## src/rtl/crt_pkg.sv

```systemverilog
package crt_pkg;
  localparam int DATA_W = 8;
  localparam int CNT_W  = 2 * DATA_W;
  localparam int ADDR_W = 3;

  typedef enum logic [ADDR_W-1:0] {
    A_CTRL   = 3'd0,
    A_MODE   = 3'd1,
    A_RLD_LO = 3'd2,
    A_RLD_HI = 3'd3,
    A_CNT_LO = 3'd4,
    A_CNT_HI = 3'd5,
    A_CAP_LO = 3'd6,
    A_CAP_HI = 3'd7
  } reg_addr_e;

  typedef struct packed {
    logic cap_sel;  // 1: trigger captures, 0: reload
    logic ext_en;   // trigger pin enable
    logic cnt_sel;  // 1: count pin edges, 0: clock
    logic rx_sel;   // receive baud from this timer
    logic tx_sel;   // transmit baud from this timer
    logic exf;      // external flag
    logic run;      // run control
    logic ovf;      // overflow flag
  } ctrl_t;
endpackage

```

## src/rtl/crt_edge_sync.sv

```systemverilog
module crt_edge_sync #(
  parameter int STAGES = 2
) (
  input  logic clk,
  input  logic rst_n,
  input  logic pin_i,
  output logic level_o,
  output logic fall_o
);
  logic [STAGES-1:0] sync_q;
  logic              prev_q;

  always_ff @(posedge clk or negedge rst_n) begin
    if (!rst_n) begin
      sync_q <= '1;
      prev_q <= 1'b1;
    end else begin
      sync_q <= {sync_q[STAGES-2:0], pin_i};
      prev_q <= sync_q[STAGES-1];
    end
  end

  assign level_o = sync_q[STAGES-1];
  assign fall_o  = prev_q & ~level_o;

  // one pin edge yields a single-cycle event
  assert_fall_single_R3: assert property (@(posedge clk) disable iff (!rst_n)
    fall_o |=> !fall_o);
endmodule

```

## src/rtl/crt_counter.sv

```systemverilog
module crt_counter
  import crt_pkg::*;
(
  input  logic              clk,
  input  logic              rst_n,
  input  logic              tick_i,
  input  logic              ud_i,
  input  logic              up_i,
  input  logic              reload_wrap_i,
  input  logic              ext_reload_i,
  input  logic              ext_capture_i,
  input  logic              wr_lo_i,
  input  logic              wr_hi_i,
  input  logic [DATA_W-1:0] wr_data_i,
  input  logic [CNT_W-1:0]  reload_i,
  output logic [CNT_W-1:0]  count_o,
  output logic [CNT_W-1:0]  capture_o,
  output logic              wrap_evt_o
);
  logic [CNT_W-1:0] count_q, capture_q, count_d;
  logic             going_up, sw_wr;

  function automatic logic at_limit(input logic [CNT_W-1:0] c, input logic up);
    return up ? (c == {CNT_W{1'b1}}) : (c == '0);
  endfunction

  function automatic logic [CNT_W-1:0] advance(input logic [CNT_W-1:0] c,
                                              input logic up, input logic wrap,
                                              input logic to_reload,
                                              input logic [CNT_W-1:0] rld);
    if (wrap) return to_reload ? rld : '0;
    return up ? c + 1'b1 : c - 1'b1;
  endfunction

  assign going_up   = ud_i ? up_i : 1'b1;
  assign sw_wr      = wr_lo_i | wr_hi_i;
  assign wrap_evt_o = tick_i & ~sw_wr & ~ext_reload_i & at_limit(count_q, going_up);

  always_comb begin
    count_d = count_q;
    if (sw_wr) begin
      if (wr_lo_i) count_d[DATA_W-1:0]     = wr_data_i;
      if (wr_hi_i) count_d[CNT_W-1:DATA_W] = wr_data_i;
    end else if (ext_reload_i) begin
      count_d = reload_i;
    end else if (tick_i) begin
      count_d = advance(count_q, going_up, wrap_evt_o, reload_wrap_i, reload_i);
    end
  end

  always_ff @(posedge clk or negedge rst_n) begin
    if (!rst_n) begin
      count_q   <= '0;
      capture_q <= '0;
    end else begin
      count_q <= count_d;
      if (ext_capture_i) capture_q <= count_q;
    end
  end

  assign count_o   = count_q;
  assign capture_o = capture_q;

  assert_capture_takes_count_R5: assert property (@(posedge clk) disable iff (!rst_n)
    ext_capture_i |=> capture_o == $past(count_o));
  assert_ext_reload_loads_R6: assert property (@(posedge clk) disable iff (!rst_n)
    (ext_reload_i && !sw_wr) |=> count_o == $past(reload_i));
  assert_underflow_reload_R10: assert property (@(posedge clk) disable iff (!rst_n)
    (wrap_evt_o && ud_i && !up_i) |=> count_o == $past(reload_i));
  assert_hold_when_idle_R2: assert property (@(posedge clk) disable iff (!rst_n)
    (!tick_i && !sw_wr && !ext_reload_i) |=> $stable(count_o));
endmodule

```

## src/rtl/crt_ctrl_regs.sv

```systemverilog
module crt_ctrl_regs
  import crt_pkg::*;
(
  input  logic              clk,
  input  logic              rst_n,
  input  logic              wr_ctrl_i,
  input  logic              wr_mode_i,
  input  logic [DATA_W-1:0] wr_data_i,
  input  logic              wrap_evt_i,
  input  logic              ext_evt_i,
  output ctrl_t             ctrl_o,
  output logic              ud_en_o,
  output logic              baud_o,
  output logic              ud_active_o,
  output logic              irq_o
);
  ctrl_t ctrl_q, ctrl_d;
  logic  ud_q;
  logic  ovf_set, exf_tgl;

  assign baud_o      = ctrl_q.rx_sel | ctrl_q.tx_sel;
  assign ud_active_o = ud_q & ~baud_o;
  assign ovf_set     = wrap_evt_i & ~baud_o;
  assign exf_tgl     = wrap_evt_i & ud_active_o;

  always_comb begin
    ctrl_d = wr_ctrl_i ? ctrl_t'(wr_data_i) : ctrl_q;
    if (ovf_set)        ctrl_d.ovf = 1'b1;
    if (ext_evt_i)      ctrl_d.exf = 1'b1;
    else if (exf_tgl)   ctrl_d.exf = ~ctrl_q.exf;
  end

  always_ff @(posedge clk or negedge rst_n) begin
    if (!rst_n) begin
      ctrl_q <= '0;
      ud_q   <= 1'b0;
    end else begin
      ctrl_q <= ctrl_d;
      if (wr_mode_i) ud_q <= wr_data_i[0];
    end
  end

  assign ctrl_o  = ctrl_q;
  assign ud_en_o = ud_q;
  assign irq_o   = ctrl_q.ovf | (ctrl_q.exf & ~ud_q);

  assert_ovf_sticky_R4: assert property (@(posedge clk) disable iff (!rst_n)
    (ctrl_o.ovf && !wr_ctrl_i) |=> ctrl_o.ovf);
  assert_no_ovf_in_baud_R7: assert property (@(posedge clk) disable iff (!rst_n)
    (baud_o && !ctrl_o.ovf && !wr_ctrl_i) |=> !ctrl_o.ovf);
  assert_hw_set_wins_R11: assert property (@(posedge clk) disable iff (!rst_n)
    ext_evt_i |=> ctrl_o.exf);
  assert_wrap_sets_ovf_R4: assert property (@(posedge clk) disable iff (!rst_n)
    (wrap_evt_i && !baud_o) |=> ctrl_o.ovf);
endmodule

```

## src/rtl/cap_reload_timer.sv

```systemverilog
module cap_reload_timer
  import crt_pkg::*;
#(
  parameter int SYNC_STAGES = 2
) (
  input  logic              clk,
  input  logic              rst_n,
  input  logic [ADDR_W-1:0] addr_i,
  input  logic              wr_en_i,
  input  logic [DATA_W-1:0] wr_data_i,
  output logic [DATA_W-1:0] rd_data_o,
  input  logic              cnt_pin_i,
  input  logic              trig_pin_i,
  input  logic              t1_ovf_i,
  output logic              irq_o,
  output logic              rx_baud_tick_o,
  output logic              tx_baud_tick_o
);
  localparam int N_PINS = 2;
  localparam int PIN_CNT = 0;
  localparam int PIN_TRG = 1;

  logic [N_PINS-1:0] pin_raw, pin_lvl, pin_fall;
  ctrl_t             ctrl;
  logic              ud_en, baud, ud_active;
  logic              tick, wrap_evt, ext_evt, ext_reload, ext_capture;
  logic [CNT_W-1:0]  reload_q, count, capture;
  logic              rx_tick_q, tx_tick_q;
  logic              wr_ctrl, wr_mode, wr_rlo, wr_rhi, wr_clo, wr_chi;

  assign pin_raw[PIN_CNT] = cnt_pin_i;
  assign pin_raw[PIN_TRG] = trig_pin_i;

  for (genvar g = 0; g < N_PINS; g++) begin : g_pin
    crt_edge_sync #(.STAGES(SYNC_STAGES)) u_sync (
      .clk    (clk),
      .rst_n  (rst_n),
      .pin_i  (pin_raw[g]),
      .level_o(pin_lvl[g]),
      .fall_o (pin_fall[g])
    );
  end

  // register write decode
  assign wr_ctrl = wr_en_i && (addr_i == A_CTRL);
  assign wr_mode = wr_en_i && (addr_i == A_MODE);
  assign wr_rlo  = wr_en_i && (addr_i == A_RLD_LO);
  assign wr_rhi  = wr_en_i && (addr_i == A_RLD_HI);
  assign wr_clo  = wr_en_i && (addr_i == A_CNT_LO);
  assign wr_chi  = wr_en_i && (addr_i == A_CNT_HI);

  always_ff @(posedge clk or negedge rst_n) begin
    if (!rst_n) begin
      reload_q <= '0;
    end else begin
      if (wr_rlo) reload_q[DATA_W-1:0]     <= wr_data_i;
      if (wr_rhi) reload_q[CNT_W-1:DATA_W] <= wr_data_i;
    end
  end

  // event qualification
  assign tick        = ctrl.run & (ctrl.cnt_sel ? pin_fall[PIN_CNT] : 1'b1);
  assign ext_evt     = ctrl.ext_en & pin_fall[PIN_TRG] & ~baud & ~ud_active;
  assign ext_reload  = ext_evt & ~ctrl.cap_sel;
  assign ext_capture = ext_evt & ctrl.cap_sel;

  crt_ctrl_regs u_ctrl (
    .clk        (clk),
    .rst_n      (rst_n),
    .wr_ctrl_i  (wr_ctrl),
    .wr_mode_i  (wr_mode),
    .wr_data_i  (wr_data_i),
    .wrap_evt_i (wrap_evt),
    .ext_evt_i  (ext_evt),
    .ctrl_o     (ctrl),
    .ud_en_o    (ud_en),
    .baud_o     (baud),
    .ud_active_o(ud_active),
    .irq_o      (irq_o)
  );

  crt_counter u_cnt (
    .clk          (clk),
    .rst_n        (rst_n),
    .tick_i       (tick),
    .ud_i         (ud_active),
    .up_i         (pin_lvl[PIN_TRG]),
    .reload_wrap_i(baud | ~ctrl.cap_sel | ud_active),
    .ext_reload_i (ext_reload),
    .ext_capture_i(ext_capture),
    .wr_lo_i      (wr_clo),
    .wr_hi_i      (wr_chi),
    .wr_data_i    (wr_data_i),
    .reload_i     (reload_q),
    .count_o      (count),
    .capture_o    (capture),
    .wrap_evt_o   (wrap_evt)
  );

  // baud tick selection, registered
  always_ff @(posedge clk or negedge rst_n) begin
    if (!rst_n) begin
      rx_tick_q <= 1'b0;
      tx_tick_q <= 1'b0;
    end else begin
      rx_tick_q <= ctrl.rx_sel ? wrap_evt : t1_ovf_i;
      tx_tick_q <= ctrl.tx_sel ? wrap_evt : t1_ovf_i;
    end
  end
  assign rx_baud_tick_o = rx_tick_q;
  assign tx_baud_tick_o = tx_tick_q;

  always_comb begin
    unique case (reg_addr_e'(addr_i))
      A_CTRL:   rd_data_o = ctrl;
      A_MODE:   rd_data_o = {{(DATA_W-1){1'b0}}, ud_en};
      A_RLD_LO: rd_data_o = reload_q[DATA_W-1:0];
      A_RLD_HI: rd_data_o = reload_q[CNT_W-1:DATA_W];
      A_CNT_LO: rd_data_o = count[DATA_W-1:0];
      A_CNT_HI: rd_data_o = count[CNT_W-1:DATA_W];
      A_CAP_LO: rd_data_o = capture[DATA_W-1:0];
      A_CAP_HI: rd_data_o = capture[CNT_W-1:DATA_W];
      default:  rd_data_o = '0;
    endcase
  end

  assert_rx_follows_wrap_R8: assert property (@(posedge clk) disable iff (!rst_n)
    (ctrl.rx_sel && wrap_evt) |=> rx_baud_tick_o);
  assert_tx_follows_t1_R8: assert property (@(posedge clk) disable iff (!rst_n)
    (!ctrl.tx_sel && t1_ovf_i) |=> tx_baud_tick_o);
  assert_baud_blocks_trigger_R7: assert property (@(posedge clk) disable iff (!rst_n)
    (baud && !wr_ctrl && !wr_clo && !wr_chi && !ctrl.run) |=> $stable(count));
endmodule

```

## config.mk

```make
export PLATFORM = sky130hd
export DESIGN_NAME = cap_reload_timer
export DESIGN_NICKNAME = d
export VERILOG_FILES = /design/src/rtl/crt_pkg.sv /design/src/rtl/crt_edge_sync.sv /design/src/rtl/crt_counter.sv /design/src/rtl/crt_ctrl_regs.sv /design/src/rtl/cap_reload_timer.sv
export SDC_FILE = /design/constraint.sdc
export NUM_CORES = 1
export LEC_CHECK = 0
export ABC_AREA = 0
export BUFFER_PORTS_ARGS = -buffer_cell sky130_fd_sc_hd__buf_2
export CAP_MARGIN = 20
export CORE_MARGIN = 2
export CORE_UTILIZATION = 51
export CTS_BUF_LIST = sky130_fd_sc_hd__clkbuf_4 sky130_fd_sc_hd__clkbuf_8
export DETAILED_ROUTE_END_ITERATION = 12
export PLACE_DENSITY = 0.69
export SETUP_SLACK_MARGIN = 0.05
export SLEW_MARGIN = 0
export SYNTH_ARGS = -nofsm -noshare
export SYNTH_HDL_FRONTEND = slang
export SYNTH_SLANG_ARGS = --single-unit
```

## constraint.sdc

```tcl
create_clock -name clk -period 3.5 [get_ports clk]
set_input_delay 0.35 -clock clk [delete_from_list [all_inputs] [get_ports clk]]
set_output_delay 0.35 -clock clk [all_outputs]
set_load 0.05 [all_outputs]
```

==> results of run 1 <==
[Yosys cell counts (2+ instances only)]
master / number / area share (%)
o32ai_1: 2 / 0.41
o21ai_0: 41 / 4.9
and3_1: 7 / 1.0
mux2_2: 40 / 11
o31ai_1: 3 / 0.53
dfstp_2: 6 / 3.7
clkbuf_1: 15 / 1.3
nor4b_1: 2 / 0.41
o22ai_1: 4 / 0.59
nand2b_1: 5 / 0.74
nand4_1: 7 / 1.0
nand2_1: 49 / 4.3
nor2_1: 35 / 3.1
a211oi_1: 5 / 0.89
buf_6: 4 / 1.1
a21oi_1: 27 / 3.2
xnor2_1: 6 / 1.2
buf_1: 4 / 0.35
and2_1: 5 / 0.74
mux2i_1: 9 / 2.1
or4_1: 3 / 0.53
a221oi_1: 9 / 1.9
nand3_1: 19 / 2.2
inv_1: 11 / 0.98
or3_1: 9 / 1.3
a2111oi_0: 2 / 0.41
nor2b_1: 2 / 0.30
o211ai_1: 3 / 0.53
a32oi_1: 3 / 0.62
nor4_1: 7 / 1.0
nand3b_1: 3 / 0.53
a22oi_1: 6 / 1.1
a31o_2: 2 / 0.41
nor3_1: 17 / 2.0
nor3b_1: 2 / 0.35
o32a_1: 2 / 0.47
dfrtp_1: 59 / 35
buf_2: 7 / 0.83
a31oi_1: 6 / 0.89
or2_2: 4 / 0.59
[worst reg2reg max path, cell delays in order (launching register included)]
cell and delay (ns):
dfrtp_1 0.44, or4b_4 0.66, nand2_1 0.13, nand2_1 0.06, ha_1 0.24, or4_1 0.40, nor2_1 0.15, and3_1 0.26
a21oi_1 0.10, xnor2_1 0.13, a211oi_1 0.28, a211oi_1 0.08
[kinds of logic after synthesis]
group / after synthesis / share of synthesized area (%)
compound gates: 129 / 19.9
flops: 65 / 38.6
xor+xnor: 7 / 1.45
buf+inv: 43 / 4.91
simple gates: 181 / 21.5
fa+ha+maj: 1 / 0.296
mux: 50 / 13.3
[report_power, final]
part	total, mW	internal [mW]	switching (mW)
Sequential	1.27	0.975	0.296
Combinational	1.18	0.471	0.714
Clock	0.800	0.485	0.315
Total	3.26	1.93	1.32
[registers in the layout (all words and copies together) (netlist names)]
register	flops
u_ctrl.ud_en_o	1
u_cnt.count_o	16
rx_baud_tick_o	1
reload_q	16
tx_baud_tick_o	1
u_ctrl.ctrl_o	8
u_cnt.capture_o	16
g_pin.u_sync.sync_q	4
g_pin.u_sync.prev_q	2
[placed cells by master, fill, tap and decap left out, types with 9 or more instances in the layout]
cell / netlist / layout
a21oi_1: 27 / 27
a221oi_1: 9 / 9
buf_2: 7 / 27
buf_4: 1 / 16
clkbuf_8: 0 / 9
dfrtp_1: 59 / 59
inv_1: 11 / 11
mux2_2: 40 / 40
mux2i_1: 9 / 9
nand2_1: 49 / 49
nand3_1: 19 / 19
nor2_1: 35 / 35
nor3_1: 17 / 17
o21ai_0: 41 / 41
or3_1: 9 / 9
[per-stage QoR]
stage	util (%)	power (mW)	setup WS, ns	hold WS, ns
floorplan	-	2.03	0.717	0.0544
global placement	54.8	2.42	0.578	0.340
detailed placement	54.8	2.43	0.510	0.343
CTS	57.9	3.23	0.497	0.0921
global route	57.9	3.42	0.231	0.0896
finish	57.9	3.26	0.425	0.0929
[final timing paths]
kind / to / start / cells after the start / slack (ns)
max in group asynchronous: g_pin[1].u_sync.sync_q[1] / rst_n / 3 / 2.20
worst min register to register: g_pin[1].u_sync.sync_q[1] / g_pin[1].u_sync.sync_q[0] / 0 / 0.36
worst max-delay path: u_cnt.count_o[12] / u_ctrl.ctrl_o[3] / 11 / 0.43
worst max register to register: u_cnt.count_o[12] / u_ctrl.ctrl_o[3] / 11 / 0.43
worst min-delay path: g_pin[0].u_sync.sync_q[0] / cnt_pin_i / 1 / 0.09
min in group asynchronous: u_cnt.count_o[14] / rst_n / 2 / 0.50
[layer usage]
layer  GRT usage [%]  vias to the layer above  share of wire (%)
li1                -                     1821                  -
met1            45.2                     1957                 43
met2            48.1                      242                 45
met3            5.77                       38                8.9
met4            13.0                        0                3.4
met5               0                        -                  0
[final cells by class]
class | instances | share of cell area (%)
multi-input cells | 368 | 50.8
flip-flops and latches | 65 | 34.7
repair buffers | 44 | 5.63
clock buffers | 10 | 2.79
well taps | 105 | 2.79
clock inverters | 6 | 2.44
inverters | 11 | 0.876
==> results by group, run 1 <==
Run status
  • Outcome: complete, no violations

Place
  • Cells after DPL: 592
  • Gpl congestion: 0.991
  • I/O Buffers: 27
  • Final HPWL DP: 10000 um
  • Area after DPL: 4460 um^2

Clocking
  • Clock sink total: 65
  • Clk slew on worst S/H paths: 0.08 ns
  • CTS H-tree lvls: 3
  • CTS max path bufs: 2
  • Post-cts sizing count: 0
  • Clock Latency Late Sink: approximately 0.35 ns
  • CTS tree: built
  • CTS Hold Buffers Added: 1
  • CTS Buf Count: 9
  • Root Driver: clkbuf_8
  • Setup bufs post-CTS: 0

Worst setup path
  • CP peak stage delay: approximately 0.66 ns
  • Kind of critical path: reg -> reg
  • Peak fanout along the critical path: 11
  • Top Family by Delay on Critical Path: simple AND/OR/NAND/NOR gates
  • Worst Path Arrival: 3.27 ns
  • Worst setup EP type: flop
  • Req. time, crit path: 3.70 ns
  • Buf/Inv on CP: 0
  • Slowest stage cell on the critical path: or4b_4
  • Setup crit start kind: flop
  • CP cell instances: or4b_4 > nand2_1 > nand2_1 > ha_1 > or4_1 > nor2_1 > and3_1 > a21oi_1 > xnor2_1 > a211oi_1 > a211oi_1

Global route
  • Aggregate global routing overflow: 0
  • First-pass GRT wire length: 21200 um
  • Initial antenna violation count: 0
  • Number of global-route vias before repair: about 3700
  • Largest net degree at the start of global routing: 30
  • Tot GR Track Use: about a third

STA
  • Setup Viol. Count Final: 0
  • Max-slew headroom: 36.2%
  • RSZ-0062 raised after global routing: false
  • Slew of the pin with the lowest slew margin: 0.955 ns
  • Final Max Tran Viols: 0
  • Hold Fails Final Rpt: 0
  • Post-Route Skew: 0.00976 ns
  • Final Cycle Share: 87.8%
  • Setup TNS: 0 ns
  • Tmin final: 3.07 ns
  • Max Fclk: 325 MHz

Layout
  • Fillers: ~710
  • Sequential Area: 1630 um^2
  • Area growth from synthesis to layout: 11.4%
  • Multi-input logic area: 2390 um^2
  • Share of cells above drive strength 1: 23.4%
  • Non-filler cells, final: 609
  • Finished Cell Area: 4710 um^2
  • N_diodes: 0
  • Total Nets Final: 517

Run
  • Maxcap violations: 0

Min path
  • Hold Crit Class: in -> reg

Yosys
  • Ys flop type: dfrtp_1
  • Cells after Synth: roughly 480
  • Netlist cell types: 64
  • Yosys Warn Count: 0
  • Post-synth EDFFs: 0
  • Syn avg cell area: 8.89 um^2
  • Post-synthesis sequential area ratio: about two fifths
  • Share of synthesized registers carrying an async set or reset: 100%
  • Syn Nets: 494
  • Synth Cell Area: 4230 um^2
  • Yosys reg bits: 65

Power and ir drop
  • P_leak: 1.97 nW
  • Pwr dens: 691 nW/um^2
  • Max IR drop VDD: 0.482 mV

Floorplanning
  • Core area: about 8000 um^2
  • Chip Height: 95.1 um
  • Total die area: ~9000 um^2
  • # rows: 33
  • Starting Density: 52.0%
  • Die width: 95.1 um
  • Io pins: 28

Detailed routing
  • Via count: 4058
  • DRT Wirelength: 13700 um
  • DRT antenna net count: 0
  • Iter 0 DRT Violations: 596
  • Drt wl/cell: 22.4 um
  • Drt pass-1 iters: 6
  • DR DRC count: 0
  • Via-to-Cell Ratio: 6.66
Power figures use the tool's default switching activity.
==> inputs of run 2 (changes only) <==
--- a/config.mk
+++ b/config.mk
@@ -9,10 +9,10 @@
 export BUFFER_PORTS_ARGS = -buffer_cell sky130_fd_sc_hd__buf_2
 export CAP_MARGIN = 20
 export CORE_MARGIN = 2
-export CORE_UTILIZATION = 51
+export CORE_UTILIZATION = 60
 export CTS_BUF_LIST = sky130_fd_sc_hd__clkbuf_4 sky130_fd_sc_hd__clkbuf_8
 export DETAILED_ROUTE_END_ITERATION = 12
-export PLACE_DENSITY = 0.69
+export PLACE_DENSITY = 0.79
 export SETUP_SLACK_MARGIN = 0.05
 export SLEW_MARGIN = 0
 export SYNTH_ARGS = -nofsm -noshare
==> run 2 against run 1 <==
Compared with the run above:
- maximum frequency decreased by 2.1%
- setup slack got worse by 0.065 ns
- total power decreased by 2.7%
- non-clock buffer count decreased by 6
- cell count decreased by 2.5%
- clock power decreased by 8.8%
- register-to-register slack got worse by 0.06 ns
- critical path depth unchanged
- largest power group unchanged
- sequential share of layout area increased by 0.51 points
- critical endpoint is now u_cnt.count_o[6]
==> results by group, run 2 (synthesis results as in run 1) <==
Run status
  • Outcome: complete, no violations (unchanged)

STA
  • Max-slew headroom: 36.0% (was 36.2%)
  • Post-Route Skew: 0.00996 ns (was 0.00976 ns)
  • Final Max Tran Viols: 0 (unchanged)
  • Tmin final: 3.14 ns (was 3.07 ns)
  • Max Fclk: 319 MHz (was 325 MHz)
  • Hold Fails Final Rpt: 0 (unchanged)
  • Slew of the pin with the lowest slew margin: 0.959 ns (was 0.955 ns)
  • Final Cycle Share: 89.7% (was 87.8%)
  • Setup TNS: 0 ns (unchanged)
  • RSZ-0062 raised after global routing: false (unchanged)
  • Setup Viol. Count Final: 0 (unchanged)
  • Hold Slack: 0.0851 ns (was 0.0929 ns)

Layout
  • Commonest non-fill, non-tap cell in the layout: dfrtp_1 (unchanged)
  • Area growth from synthesis to layout: 9.79% (was 11.4%)
  • Share of cells above drive strength 1: 22.7% (was 23.4%)
  • Fillers: 550 (was 709)
  • Multi-input logic area: 2390 um^2 (unchanged)
  • Core Util, Final: 68.4% (was 57.9%)
  • Sequential Area: 1630 um^2 (unchanged)
  • Most frequent cells in the layout: dfrtp_1 (59), nand2_1 (49), o21ai_0 (41) (unchanged)
  • N_diodes: 0 (unchanged)
  • Total Nets Final: 511 (was 517)

Worst setup path
  • Most frequent cell on the critical path: nand2_1
  • Worst setup EP type: flop (unchanged)
  • Top Family by Delay on Critical Path: simple AND/OR/NAND/NOR gates (unchanged)
  • Peak fanout along the critical path: 11 (unchanged)
  • Worst Path Arrival: 3.36 ns (was 3.27 ns)
  • Req. time, crit path: 3.72 ns (was 3.70 ns)
  • Reg-to-reg slack, setup: 0.36 ns (was 0.43 ns)
  • Critical path depth in cells: 11 (unchanged)
  • Setup crit start kind: flop (unchanged)
  • Buf/Inv on CP: 0 (unchanged)
  • Slowest stage cell on the critical path: or4b_4 (unchanged)
  • Reg2reg path depth: 11 (unchanged)
  • Kind of critical path: reg -> reg (unchanged)
  • CP cell instances: or4b_4 > nand2_1 > nand2_1 > ha_1 > or4_1 > nor2_1 > nand2_1 > o21ai_0 > xnor2_1 > a221oi_1 > a211oi_1 (was or4b_4 > nand2_1 > nand2_1 > ha_1 > or4_1 > nor2_1 > and3_1 > a21oi_1 > xnor2_1 > a211oi_1 > a211oi_1)
  • CP peak stage delay: 0.66 ns (about the same)

Detailed routing
  • Via-to-Cell Ratio: 7.03 (was 6.66)
  • DRT antenna net count: 0 (unchanged)
  • Drt wl/cell: 23.0 um (was 22.4 um)
  • DRT Wirelength: 13700 um (about the same)
  • Drt pass-1 iters: 7 (was 6)
  • DR DRC count: 0 (unchanged)
  • Iter 0 DRT Violations: 514 (was 596)
  • Via count: 4175 (was 4058)

Clocking
  • Root Driver: clkbuf_8 (unchanged)
  • Clock sink total: 65 (unchanged)
  • Clock Latency Late Sink: 0.35 ns (about the same)
  • CTS Buf Count: 9 (unchanged)
  • Setup bufs post-CTS: 0 (unchanged)
  • CTS H-tree lvls: 3 (unchanged)
  • CTS Hold Buffers Added: 0 (was 1)
  • Clk slew on worst S/H paths: 0.08 ns (about the same)
  • Post-cts sizing count: 0 (unchanged)
  • CTS tree: built (unchanged)
  • CTS max path bufs: 2 (unchanged)

Global route
  • Tot GR Track Use: 37.0% (was 31.9%)
  • Aggregate global routing overflow: 0 (unchanged)
  • Number of global-route vias before repair: 3895 (was 3726)
  • Largest net degree at the start of global routing: 36 (was 30)
  • Initial antenna violation count: 0 (unchanged)
  • First-pass GRT wire length: 21100 um (was 21200 um)

Place
  • I/O Buffers: 27 (unchanged)
  • Gpl congestion: 1.00 (was 0.991)
  • Final HPWL DP: 9640 um (was 10000 um)

Power and ir drop
  • P_leak: 1.94 nW (was 1.97 nW)
  • Max IR drop VDD: 0.378 mV (was 0.482 mV)
  • Int Pwr: 1.85 mW (was 1.93 mW)
  • Clk network pwr share: 23.0% (was 24.6%)
  • Switching part of the total power: 41.7% (was 40.7%)
  • Sequential share of power: 40.8% (was 39.0%)
  • Comb pwr share: 36.2% (was 36.4%)
  • Pwr dens: 682 nW/um^2 (was 691 nW/um^2)
  • Overall power: 3.17 mW (was 3.26 mW)
  • Psw: 1.32 mW (about the same)

Floorplanning
  • # rows: 30 (was 33)
  • Die width: 88.0 um (was 95.1 um)
  • Chip Height: 88.0 um (was 95.1 um)
  • Core area: 6790 um^2 (was 8130 um^2)
  • Starting Density: 62.3% (was 52.0%)
  • Io pins: 28 (unchanged)
  • Total die area: 7740 um^2 (was 9040 um^2)

Min path
  • Hold Crit Class: in -> reg (unchanged)
  • Hold depth: 1 (unchanged)

Run
  • Maxcap violations: 0 (unchanged)
-- run 2: changes by cell type in the layout (fill, tap and decap cells not counted) --
cell / delta
dlygate4sd3_1: -1
buf_12: +1
bufinv_16: -1
buf_4: -6
clkinv_4: +1
clkinvlp_4: +1
inv_6: -1
-- run 2: worst register-to-register path: stages, from the launching register on --
cell and delay [ns]:
dfrtp_1 0.45, or4b_4 0.66, nand2_1 0.13, nand2_1 0.07, ha_1 0.24, or4_1 0.42
nor2_1 0.12, nand2_1 0.10, o21ai_0 0.22, xnor2_1 0.13, a221oi_1 0.38, a211oi_1 0.09
-- run 2: power groups by stage --
stage / registers, mW / logic, mW / clock network [mW]
finish: 1.29 / 1.15 / 0.730
global route: 1.31 / 1.23 / 0.764
CTS: 1.27 / 1.12 / 0.730
detailed placement: 1.28 / 1.11 / 0
global placement: 1.28 / 1.10 / 0
floorplan: 1.12 / 0.906 / 0
-- run 2: cell type report --
type / instances / area share [%]
multi-input cells: 368 / 51.6
clock buffers: 10 / 2.83
inverters: 11 / 0.889
clock inverters: 6 / 1.99
flip-flops and latches: 65 / 35.2
repair buffers: 38 / 4.96
well taps: 96 / 2.59
-- run 2: layer usage --
layer | wire [um] | GRT usage [%] | part of all wire [%] | vias up
met3 | 1370 | 8.20 | 10 | 61
met2 | 6160 | 54.8 | 45 | 325
met1 | 5650 | 53.6 | 41 | 1974
li1 | - | - | - | 1815
met4 | 486 | 13.3 | 3.6 | 0
met5 | 0 | 0 | 0 | -
-- run 2: worst paths after layout --
check,from,to
setup / recovery,u_ctrl.ctrl_o[3],u_cnt.count_o[6]
hold / removal,cnt_pin_i,g_pin[0].u_sync.sync_q[0]
setup reg to reg,u_ctrl.ctrl_o[3],u_cnt.count_o[6]
hold reg to reg,g_pin[0].u_sync.sync_q[1],g_pin[0].u_sync.prev_q
max in group asynchronous,rst_n,g_pin[1].u_sync.sync_q[1]
min in group asynchronous,rst_n,u_cnt.count_o[5]
-- run 2: through the flow --
stage	setup WS, ns	cells	area (um^2)
after floorplan	0.717	476	4230
after global placement	0.531	578	4420
after detailed placement	0.475	578	4420
after CTS	0.413	594	4640
after global routing	0.246	594	4640
final	0.360	594	4640
==> inputs of run 3 (changes only) <==
--- a/config.mk
+++ b/config.mk
@@ -6,13 +6,13 @@
 export NUM_CORES = 1
 export LEC_CHECK = 0
 export ABC_AREA = 0
-export BUFFER_PORTS_ARGS = -buffer_cell sky130_fd_sc_hd__buf_2
 export CAP_MARGIN = 20
 export CORE_MARGIN = 2
 export CORE_UTILIZATION = 60
 export CTS_BUF_LIST = sky130_fd_sc_hd__clkbuf_4 sky130_fd_sc_hd__clkbuf_8
 export DETAILED_ROUTE_END_ITERATION = 12
-export PLACE_DENSITY = 0.79
+export DONT_BUFFER_PORTS = 1
+export PLACE_DENSITY = 0.76
 export SETUP_SLACK_MARGIN = 0.05
 export SLEW_MARGIN = 0
 export SYNTH_ARGS = -nofsm -noshare
==> run 3 against run 2 <==
Compared with the run above:
- non-clock buffer count fell by 18
- cell count fell by 3.0%
- highest routed layer unchanged
- clock power rose by 2%
==> results by group, run 3 (synthesis results as in run 1) <==
Run status
  • Outcome: complete, no violations (unchanged)

Worst setup path
  • Peak fanout along the critical path: 11 (unchanged)
  • Req. time, crit path: 3.71 ns (was 3.72 ns)
  • Worst Path Arrival: 3.23 ns (was 3.36 ns)
  • Setup crit start kind: flop (unchanged)
  • Worst setup EP type: flop (unchanged)
  • Worst r2r src: u_ctrl.ctrl_o[3] (unchanged)
  • Crit. Startpoint: u_ctrl.ctrl_o[3] (unchanged)
  • Kind of critical path: reg -> reg (unchanged)

Detailed routing
  • Drt pass-1 iters: 5 (was 7)
  • DRT Wirelength: 13800 um (was 13700 um)
  • DRT antenna net count: 0 (unchanged)
  • Via-to-Cell Ratio: 7.11 (was 7.03)
  • DR DRC count: 0 (unchanged)
  • Drt wl/cell: 24.0 um (was 23.0 um)
  • Via count: 4093 (was 4175)
  • Iter 0 DRT Violations: 478 (was 514)

Power and ir drop
  • Overall power: 3.14 mW (was 3.17 mW)
  • P_leak: 1.88 nW (was 1.94 nW)
  • Pwr dens: 683 nW/um^2 (was 682 nW/um^2)
  • Max IR drop VDD: 0.479 mV (was 0.378 mV)

Global route
  • Largest net degree at the start of global routing: 66 (was 36)
  • Initial antenna violation count: 0 (unchanged)
  • Number of global-route vias before repair: 3795 (was 3895)
  • First-pass GRT wire length: 21600 um (was 21100 um)
  • Aggregate global routing overflow: 0 (unchanged)
  • Tot GR Track Use: 37.8% (was 37.0%)

STA
  • Worst setup margin: 0.477 ns (was 0.360 ns)
  • Final Cycle Share: 86.4% (was 89.7%)
  • Hold Fails Final Rpt: 0 (unchanged)
  • Final Max Tran Viols: 0 (unchanged)
  • Max Fclk: 331 MHz (was 319 MHz)
  • Tmin final: 3.02 ns (was 3.14 ns)
  • Slew of the pin with the lowest slew margin: 0.968 ns (was 0.959 ns)
  • Setup TNS: 0 ns (unchanged)
  • Setup Viol. Count Final: 0 (unchanged)
  • Post-Route Skew: 0.0143 ns (was 0.00996 ns)
  • RSZ-0062 raised after global routing: false (unchanged)
  • Max-slew headroom: 35.3% (was 36.0%)

Clocking
  • Clock Latency Late Sink: 0.35 ns (about the same)
  • Clock sink total: 65 (unchanged)
  • CTS Buf Count: 9 (unchanged)
  • CTS H-tree lvls: 3 (unchanged)
  • Clk slew on worst S/H paths: 0.08 ns (about the same)
  • Setup bufs post-CTS: 0 (unchanged)
  • CTS tree: built (unchanged)
  • Root Driver: clkbuf_8 (unchanged)
  • CTS max path bufs: 2 (unchanged)

Layout
  • Area growth from synthesis to layout: 8.67% (was 9.79%)
  • Finished Cell Area: 4600 um^2 (was 4640 um^2)
  • Non-filler cells, final: 576 (was 594)
  • Most frequent cells in the layout: dfrtp_1 (59), nand2_1 (49), o21ai_0 (41) (unchanged)
  • Multi-input logic area: 2390 um^2 (unchanged)
  • Fillers: 544 (was 550)
  • N_diodes: 0 (unchanged)
  • Share of cells above drive strength 1: 19.2% (was 22.7%)
  • Total Nets Final: 493 (was 511)
  • Commonest non-fill, non-tap cell in the layout: dfrtp_1 (unchanged)
  • Sequential Area: 1630 um^2 (unchanged)

Floorplanning
  • Io pins: 28 (unchanged)
  • Die width: 88.0 um (unchanged)
  • # rows: 30 (unchanged)
  • Chip Height: 88.0 um (unchanged)
  • Total die area: 7740 um^2 (unchanged)
  • Starting Density: 62.3% (unchanged)
  • Core area: 6790 um^2 (unchanged)

Place
  • Gpl congestion: 1.01 (was 1.00)
  • I/O Buffers: 0 (was 27)
  • Final HPWL DP: 9720 um (was 9640 um)
  • Area after DPL: 4310 um^2 (was 4420 um^2)
  • Cells after DPL: 556 (was 578)
  • Post-Place Setup Slack: 0.536 ns (was 0.475 ns)

Min path
  • Hold Crit Class: in -> reg (unchanged)
  • Critical hold path startpoint: wr_data_i[2] (was cnt_pin_i)

Run
  • Maxcap violations: 0 (unchanged)
[run 3: cell types whose count changed in the layout (fill, tap and decap cells not counted), moves of 2 or more]
cell	previous run	this run
dlygate4sd3_1	0	3
clkinv_2	0	2
clkinv_4	2	0
clkbuf_8	9	11
buf_2	27	0
buf_4	10	16
[run 3: report_power, final]
part	internal [mW]	switching [mW]
registers	0.975	0.366
logic	0.449	0.607
clock network	0.438	0.308
[run 3: worst paths after layout]
check                                             to  slack (ns)  cells past startpoint
setup / recovery                   u_cnt.count_o[12]        0.48                     11
hold / removal                     u_cnt.count_o[10]        0.12                      2
setup reg to reg                   u_cnt.count_o[12]        0.48                     11
hold reg to reg            g_pin[1].u_sync.sync_q[1]        0.35                      0
max in group asynchronous  g_pin[1].u_sync.sync_q[0]        2.63                      2
min in group asynchronous          u_cnt.count_o[15]        0.52                      2
[run 3: critical path: stages (launching register included)]
cell      delay [ns]
dfrtp_1         0.44
or4b_4          0.65
nand2_1         0.12
nand2_1         0.06
ha_1            0.25
or4_1           0.41
nor2_1          0.13
and3_1          0.25
a21oi_1         0.10
xnor2_1         0.12
a211oi_1        0.26
a211oi_1        0.08
[run 3: final cells by class]
cell class	count	share of cell area, %
Tap cell	96	2.61
Timing Repair Buffer	20	3.86
Clock inverter	5	1.69
Clock buffer	11	3.29
Sequential cell	65	35.5
Inverter	11	0.898
Multi-Input combinational cell	368	52.1
[run 3: metal layers]
metal / global-route usage, % / share of wire, % / up-vias
li1: - / - / 1777
met1: 55.0 / 41 / 1967
met2: 53.7 / 44 / 302
met3: 9.24 / 11 / 47
met4: 15.8 / 3.7 / 0
met5: 0 / 0 / -
[run 3: per-stage QoR]
step | utilization (%) | hold WS (ns)
finish | 67.7 | 0.123
global route | 67.7 | 0.139
CTS | 67.7 | 0.118
detailed placement | 63.4 | 0.0559
global placement | 63.4 | 0.0558
floorplan | - | 0.0544
[run 3: what timing repair did]
item	in CTS	in global routing
hold endpoints to repair	67	0
resized for setup	0	0
hold buffers	4	0
